===== src/rtl/padport_pkg.sv =====
package padport_pkg;
  typedef logic [7:0] pbyte_t;

  localparam int     TH_BIT     = 6;
  localparam pbyte_t DIR_FORCE  = 8'h80;
  localparam pbyte_t PULL_FAST  = 8'h3F;
endpackage


===== src/rtl/padport_regfile.sv =====
module padport_regfile
  import padport_pkg::*;
#(
  parameter int IDX_W  = 4,
  parameter int NPORTS = 3
) (
  input  logic                       clk,
  input  logic                       rst_n,
  input  logic                       wr_en,
  input  logic [IDX_W-1:0]           wr_idx,
  input  pbyte_t                     wr_byte,
  input  logic [IDX_W-1:0]           rd_idx,
  output pbyte_t                     rd_byte,
  output logic [NPORTS-1:0][7:0]     port_data,
  output logic [NPORTS-1:0][7:0]     port_ctrl
);
  localparam int NREG      = 1 << IDX_W;
  localparam int DATA_BASE = 1;
  localparam int CTRL_BASE = 1 + NPORTS;

  pbyte_t mem_q [NREG];
  pbyte_t mem_d [NREG];

  // next state
  always_comb begin
    for (int i = 0; i < NREG; i++) mem_d[i] = mem_q[i];
    if (wr_en) mem_d[wr_idx] = wr_byte;
  end

  // state register with explicit clock enable
  always_ff @(posedge clk or negedge rst_n) begin
    if (!rst_n) begin
      for (int i = 0; i < NREG; i++) mem_q[i] <= '0;
    end else if (wr_en) begin
      for (int i = 0; i < NREG; i++) mem_q[i] <= mem_d[i];
    end
  end

  assign rd_byte = mem_q[rd_idx];

  for (genvar p = 0; p < NPORTS; p++) begin : g_tap
    assign port_data[p] = mem_q[DATA_BASE + p];
    assign port_ctrl[p] = mem_q[CTRL_BASE + p];
  end
endmodule


===== src/rtl/padport_th_timer.sv =====
module padport_th_timer #(
  parameter int LATENCY = 25,
  parameter int CNT_W   = $clog2(LATENCY + 1)
) (
  input  logic clk,
  input  logic rst_n,
  input  logic arm,
  output logic ready
);
  logic [CNT_W-1:0] cnt_q, cnt_d;
  logic             cnt_en;

  always_comb begin
    cnt_en = arm || (cnt_q != '0);
    if (arm) cnt_d = CNT_W'(LATENCY);
    else     cnt_d = cnt_q - CNT_W'(1);
  end

  always_ff @(posedge clk or negedge rst_n) begin
    if (!rst_n)      cnt_q <= '0;
    else if (cnt_en) cnt_q <= cnt_d;
  end

  assign ready = (cnt_q == '0);
endmodule


===== src/rtl/padport_merge.sv =====
module padport_merge
  import padport_pkg::*;
(
  input  pbyte_t data,
  input  pbyte_t ctrl,
  input  pbyte_t dev_in,
  input  logic   th_ready,
  output pbyte_t drive,
  output pbyte_t rd_val
);
  pbyte_t dir_eff;
  pbyte_t pull;

  always_comb begin
    dir_eff      = ctrl | DIR_FORCE;
    pull         = PULL_FAST;
    pull[TH_BIT] = th_ready;
    drive        = (data & dir_eff) | (pull & ~dir_eff);
    rd_val       = (dev_in & ~dir_eff) | (data & dir_eff);
  end
endmodule


===== src/rtl/padport_io.sv =====
module padport_io
  import padport_pkg::*;
#(
  parameter int          IDX_W        = 4,
  parameter int          NPORTS       = 3,
  parameter int          STROBE_PORTS = 2,
  parameter int          TH_LATENCY   = 25,
  parameter logic [7:0]  VERSION      = 8'hA0
) (
  input  logic                  clk,
  input  logic                  rst_n,
  input  logic                  host_en,
  input  logic                  host_we,
  input  logic                  host_word,
  input  logic [IDX_W:0]        host_addr,
  input  logic [15:0]           host_wdata,
  output logic [15:0]           host_rdata,
  input  logic [NPORTS*8-1:0]   pad_in,
  output logic [NPORTS*8-1:0]   pad_out,
  output logic [STROBE_PORTS-1:0] th_rise
);
  localparam int CNT_W     = $clog2(TH_LATENCY + 1);
  localparam int DATA_BASE = 1;
  localparam int CTRL_BASE = 1 + NPORTS;

  logic [IDX_W-1:0]         acc_idx;
  logic                     wr_fire;
  pbyte_t                   wr_byte;
  logic [7:0]               unused_wdata_hi;
  pbyte_t                   store_rd;
  pbyte_t                   rd_byte;
  logic [NPORTS-1:0][7:0]   port_data;
  logic [NPORTS-1:0][7:0]   port_ctrl;
  logic [NPORTS-1:0][7:0]   port_rd;
  logic [NPORTS-1:0]        th_ready;

  // access decode: odd byte lane for byte writes, low byte for word writes
  assign acc_idx         = host_addr[IDX_W:1];
  assign wr_fire         = host_en && host_we && (host_word || host_addr[0]);
  assign wr_byte         = host_wdata[7:0];
  assign unused_wdata_hi = host_wdata[15:8];

  padport_regfile #(.IDX_W(IDX_W), .NPORTS(NPORTS)) u_regs (
    .clk       (clk),
    .rst_n     (rst_n),
    .wr_en     (wr_fire),
    .wr_idx    (acc_idx),
    .wr_byte   (wr_byte),
    .rd_idx    (acc_idx),
    .rd_byte   (store_rd),
    .port_data (port_data),
    .port_ctrl (port_ctrl)
  );

  for (genvar p = 0; p < NPORTS; p++) begin : g_port
    localparam logic [IDX_W-1:0] DATA_IDX = IDX_W'(DATA_BASE + p);
    localparam logic [IDX_W-1:0] CTRL_IDX = IDX_W'(CTRL_BASE + p);

    logic arm;
    // TH turned to input while it was driven low
    assign arm = wr_fire && (acc_idx == CTRL_IDX) &&
                 port_ctrl[p][TH_BIT] && !wr_byte[TH_BIT] &&
                 !port_data[p][TH_BIT];

    padport_th_timer #(.LATENCY(TH_LATENCY), .CNT_W(CNT_W)) u_timer (
      .clk   (clk),
      .rst_n (rst_n),
      .arm   (arm),
      .ready (th_ready[p])
    );

    padport_merge u_merge (
      .data     (port_data[p]),
      .ctrl     (port_ctrl[p]),
      .dev_in   (pad_in[p*8 +: 8]),
      .th_ready (th_ready[p]),
      .drive    (pad_out[p*8 +: 8]),
      .rd_val   (port_rd[p])
    );

    if (p < STROBE_PORTS) begin : g_strobe
      logic rise_d, rise_q;
      assign rise_d = wr_fire && (acc_idx == DATA_IDX) &&
                      !port_data[p][TH_BIT] && wr_byte[TH_BIT];
      always_ff @(posedge clk or negedge rst_n) begin
        if (!rst_n) rise_q <= 1'b0;
        else        rise_q <= rise_d;
      end
      assign th_rise[p] = rise_q;
    end
  end

  // read mux: version, merged port reads, else plain storage
  always_comb begin
    rd_byte = store_rd;
    if (acc_idx == '0) rd_byte = VERSION;
    for (int p = 0; p < NPORTS; p++) begin
      if (acc_idx == IDX_W'(DATA_BASE + p)) rd_byte = port_rd[p];
    end
  end

  assign host_rdata = {rd_byte, rd_byte};
endmodule


===== config.mk =====
export PLATFORM = sky130hd
export DESIGN_NAME = padport_io
export DESIGN_NICKNAME = d
export VERILOG_FILES = /design/src/rtl/padport_pkg.sv /design/src/rtl/padport_regfile.sv /design/src/rtl/padport_th_timer.sv /design/src/rtl/padport_merge.sv /design/src/rtl/padport_io.sv
export SDC_FILE = /design/constraint.sdc
export NUM_CORES = 1
export LEC_CHECK = 0
export ABC_AREA = 1
export BUFFER_PORTS_ARGS = -buffer_cell sky130_fd_sc_hd__buf_4
export CAP_MARGIN = 10
export CORE_MARGIN = 3
export CORE_UTILIZATION = 55
export DETAILED_ROUTE_END_ITERATION = 8
export PLACE_DENSITY = 0.84
export SLEW_MARGIN = 25
export SYNTH_ARGS = -nofsm -noshare
export SYNTH_HDL_FRONTEND = slang
export SYNTH_SLANG_ARGS = --single-unit
export TNS_END_PERCENT = 5

===== constraint.sdc =====
create_clock -name clk -period 1.95 [get_ports clk]
set_input_delay 0.0975 -clock clk [delete_from_list [all_inputs] [get_ports clk]]
set_output_delay 0.0975 -clock clk [all_outputs]
set_load 0.02 [all_outputs]

==> reports/summary.txt <==
EDFF count, synth: 0
Root Buffer: clkbuf_16
Area of the multi-input gates: 0.00271 sq mm
Most numerous cell in the Yosys netlist: nand2_1
Crit path depth: 6
Post-Route WL: 18.2 mm
Post-synthesis sequential area ratio: 0.518
CTS buffer count: 17
Die Y: 116 um
Critical Path Start Type: register
Synthesized instance count: 825
Tot GR Track Use: 0.281
Critical path's top delay family: simple AND/OR/NAND/NOR gates
Layout area overhead: 21.4%
Critical Path Slowest Stage Cell: dfrtp_1
Max stage delay on crit path: 0.38 ns
Max-slew violation count: 0
IO Pins: 92
Measured slew at the worst slew-check pin: 0.623 ns
Detailed placement HPWL: 12.3 mm
Gpl congestion: 0.900
Sequential cell area: 0.00345 sq mm
Num rows: 39
H-tree Lvls: 4
Critical-path cell list: inv_1, nor2_1, nor3_1, nor3_2, nand4_1, buf_4
DR iter-0 viols: 751
Max-cap viol count: 0
Die area: 0.0135 sq mm
Commonest cells in the netlist: 254 x nand2_1, 138 x dfrtp_1, 131 x o21ai_0
Worst EP required: 1.85 ns
Synthesized area: 0.00666 sq mm
Pleak: 4.02 nW
FILL cells: 887
Layout Utilization: 0.697
Clk sinks: 138
Top cell type's share of synthesized area: 0.518
RSZ-0062 raised after global routing: yes
Mapped Nets: 878
Relative slew slack: 0.585
Worst Hold Class: in -> reg
Overall Power: 9.32 mW
CP endpoint kind: output pin
Fin crit period: 1.88 ns
Vias per cell: 5.71
Setup CP Type: reg -> out
First-pass iteration count of the detailed router: 5
Number of global-route vias before repair: 5793
Path depth of the worst reg2reg path: 7
Fin Setup TNS: 0 ns
Skew-Pair Late Insertion Delay: 0.41 ns
Synth Warn #: 0
#FFs+latches synth: 138
Setup Buffers After CTS: 0
Die X: 116 um
Final antenna-violating net count: 0
Skew final: 0.00136 ns
Post-synth cell types: 31
Remaining DRCs: 0
Largest net degree at the start of global routing: 68
Data arrival, critical path: 1.78 ns
Initial Util: 0.574
Worst hold stages: 4
Initial antenna violation count: 0
Ys flop type: dfrtp_1
First-pass GRT wire length: 28.9 mm
Ys async rst share: 1.00
Buffers added on ports: 80
# diodes: 0
Synth area leader: dfrtp_1
Wire per inst: 17.2 um
Synth area leaders: dfrtp_1 52%, nand2_1 14%, o21ai_0 9.8%, inv_1 3.9%, nor2_1 3.0%
CTS clk-pin slew, worst paths: 0.06 ns
Buf/Inv on CP: 2
CTS tree: built
Peak supply drop: 0.786 mV
Congestion Overflow GR: 0
CP max FO: 3
Final setup fails: 0
Power Density: 1150 mW/mm^2
Fin crit share: 0.963
Layout Nets: 957
Upper clock frequency limit: 0.532 GHz
Outcome: finished clean
Avg Inst Size Synth: 8.08 sq um
Final number of hold-violating endpoints: 0
Share of layout cells above drive strength 1: 0.189
Clk buf depth: 2
Via count: 6057
Core area: 0.0116 sq mm
per-stage QoR:
| stage | instance area (sq um) | hold WS (ns) | instances | setup WS, ns |
|---|---|---|---|---|
| 5_1_grt | 8090 | 0.117 | 1060 | -0.00346 |
| 3_5_place_dp | 7380 | 0.133 | 1025 | 0.329 |
| 2_1_floorplan | 6660 | -0.198 | 825 | 0.344 |
| 4_1_cts | 8060 | 0.0845 | 1060 | 0.0202 |
| 6_report | 8090 | 0.101 | 1060 | 0.0718 |
| 3_3_place_gp | 7380 | 0.133 | 1025 | 0.330 |
layout make-up:
type,count,share of cell area
Clock buffer,21,0.0581
Clock inverter,11,0.0207
Timing Repair Buffer,108,0.103
Multi-Input combinational cell,564,0.334
Inverter,75,0.0348
Tap cell,143,0.0221
Sequential cell,138,0.427
cells by family (layout without fill, tap and decap cells):
logic type,after synthesis,count (layout),synth area share
AO/OA/AOI/OAI,182,182,0.149
XOR/XNOR,1,1,0.00131
adder cells (fa/ha/maj),3,3,0.00563
buffers and inverters,123,215,0.0830
flip-flops,138,138,0.518
AND/OR/NAND/NOR,378,378,0.243
cells in the final DEF, fill, tap and decap left out, types with 6 or more instances in the layout:
cell	Yosys	layout
buf_4	19	103
nand3_1	13	13
o22ai_1	6	6
nand2_2	7	7
nor3_1	27	23
a21oi_1	11	11
a22oi_1	25	25
dfrtp_1	138	138
nor2_1	54	49
inv_1	70	70
nand2_1	254	254
o21ai_0	131	131
clkbuf_16	0	17
nor2_4	8	10
layer usage:
metal / up-vias / part of all wire / global-route usage
met3: 39 / 0.089 / 0.0601
li1: 2822 / - / -
met5: - / 0 / 0
met2: 294 / 0.47 / 0.444
met1: 2902 / 0.41 / 0.377
met4: 0 / 0.028 / 0.120
report_power, final:
group	switching [mW]	leakage [nW]	internal, mW	total (mW)
clock	1.21	0.309	2.24	3.45
sequential	0.391	1.79	3.44	3.83
combinational	1.22	1.92	0.818	2.04
path summary, 6_finish.rpt:
path,start,endpoint,slack [ns]
worst max-delay path,u_regs.port_ctrl[8],host_rdata[8],0.07
worst min-delay path,host_addr[4],u_regs.mem_q[127],0.10
worst max register to register,g_port[1].u_timer.cnt_q[0],g_port[1].u_timer.cnt_q[3],0.45
worst min register to register,u_regs.port_data[14],g_port[1].g_strobe.rise_q,0.46
max in group asynchronous,rst_n,u_regs.port_data[9],1.07
min in group asynchronous,rst_n,u_regs.mem_q[26],0.24
sequential cells by signal, summed over array words and instances (netlist names):
signal and count:
u_regs.mem_q 73, g_port.u_timer.cnt_q 15, u_regs.port_ctrl 24, u_regs.port_data 24, g_port.g_strobe.rise_q 2
worst reg2reg max path: cells and delay by family, from the launching register on:
family,cells,cell delay (ns)
simple gates,4,0.60
flops,1,0.37
buf+inv,2,0.22
fa+ha+maj,1,0.20
timing repair:
| action | CTS | global route |
|---|---|---|
| hold endpoints to repair | 67 | 0 |
| resized for setup | 4 | 10 |
| pin swaps | 0 | 3 |
| hold buffers | 3 | 0 |
| endpoints found under the setup margin | 6 | 11 |
| gates cloned | 0 | 0 |
No activity file was read; power rests on OpenSTA's default activity.
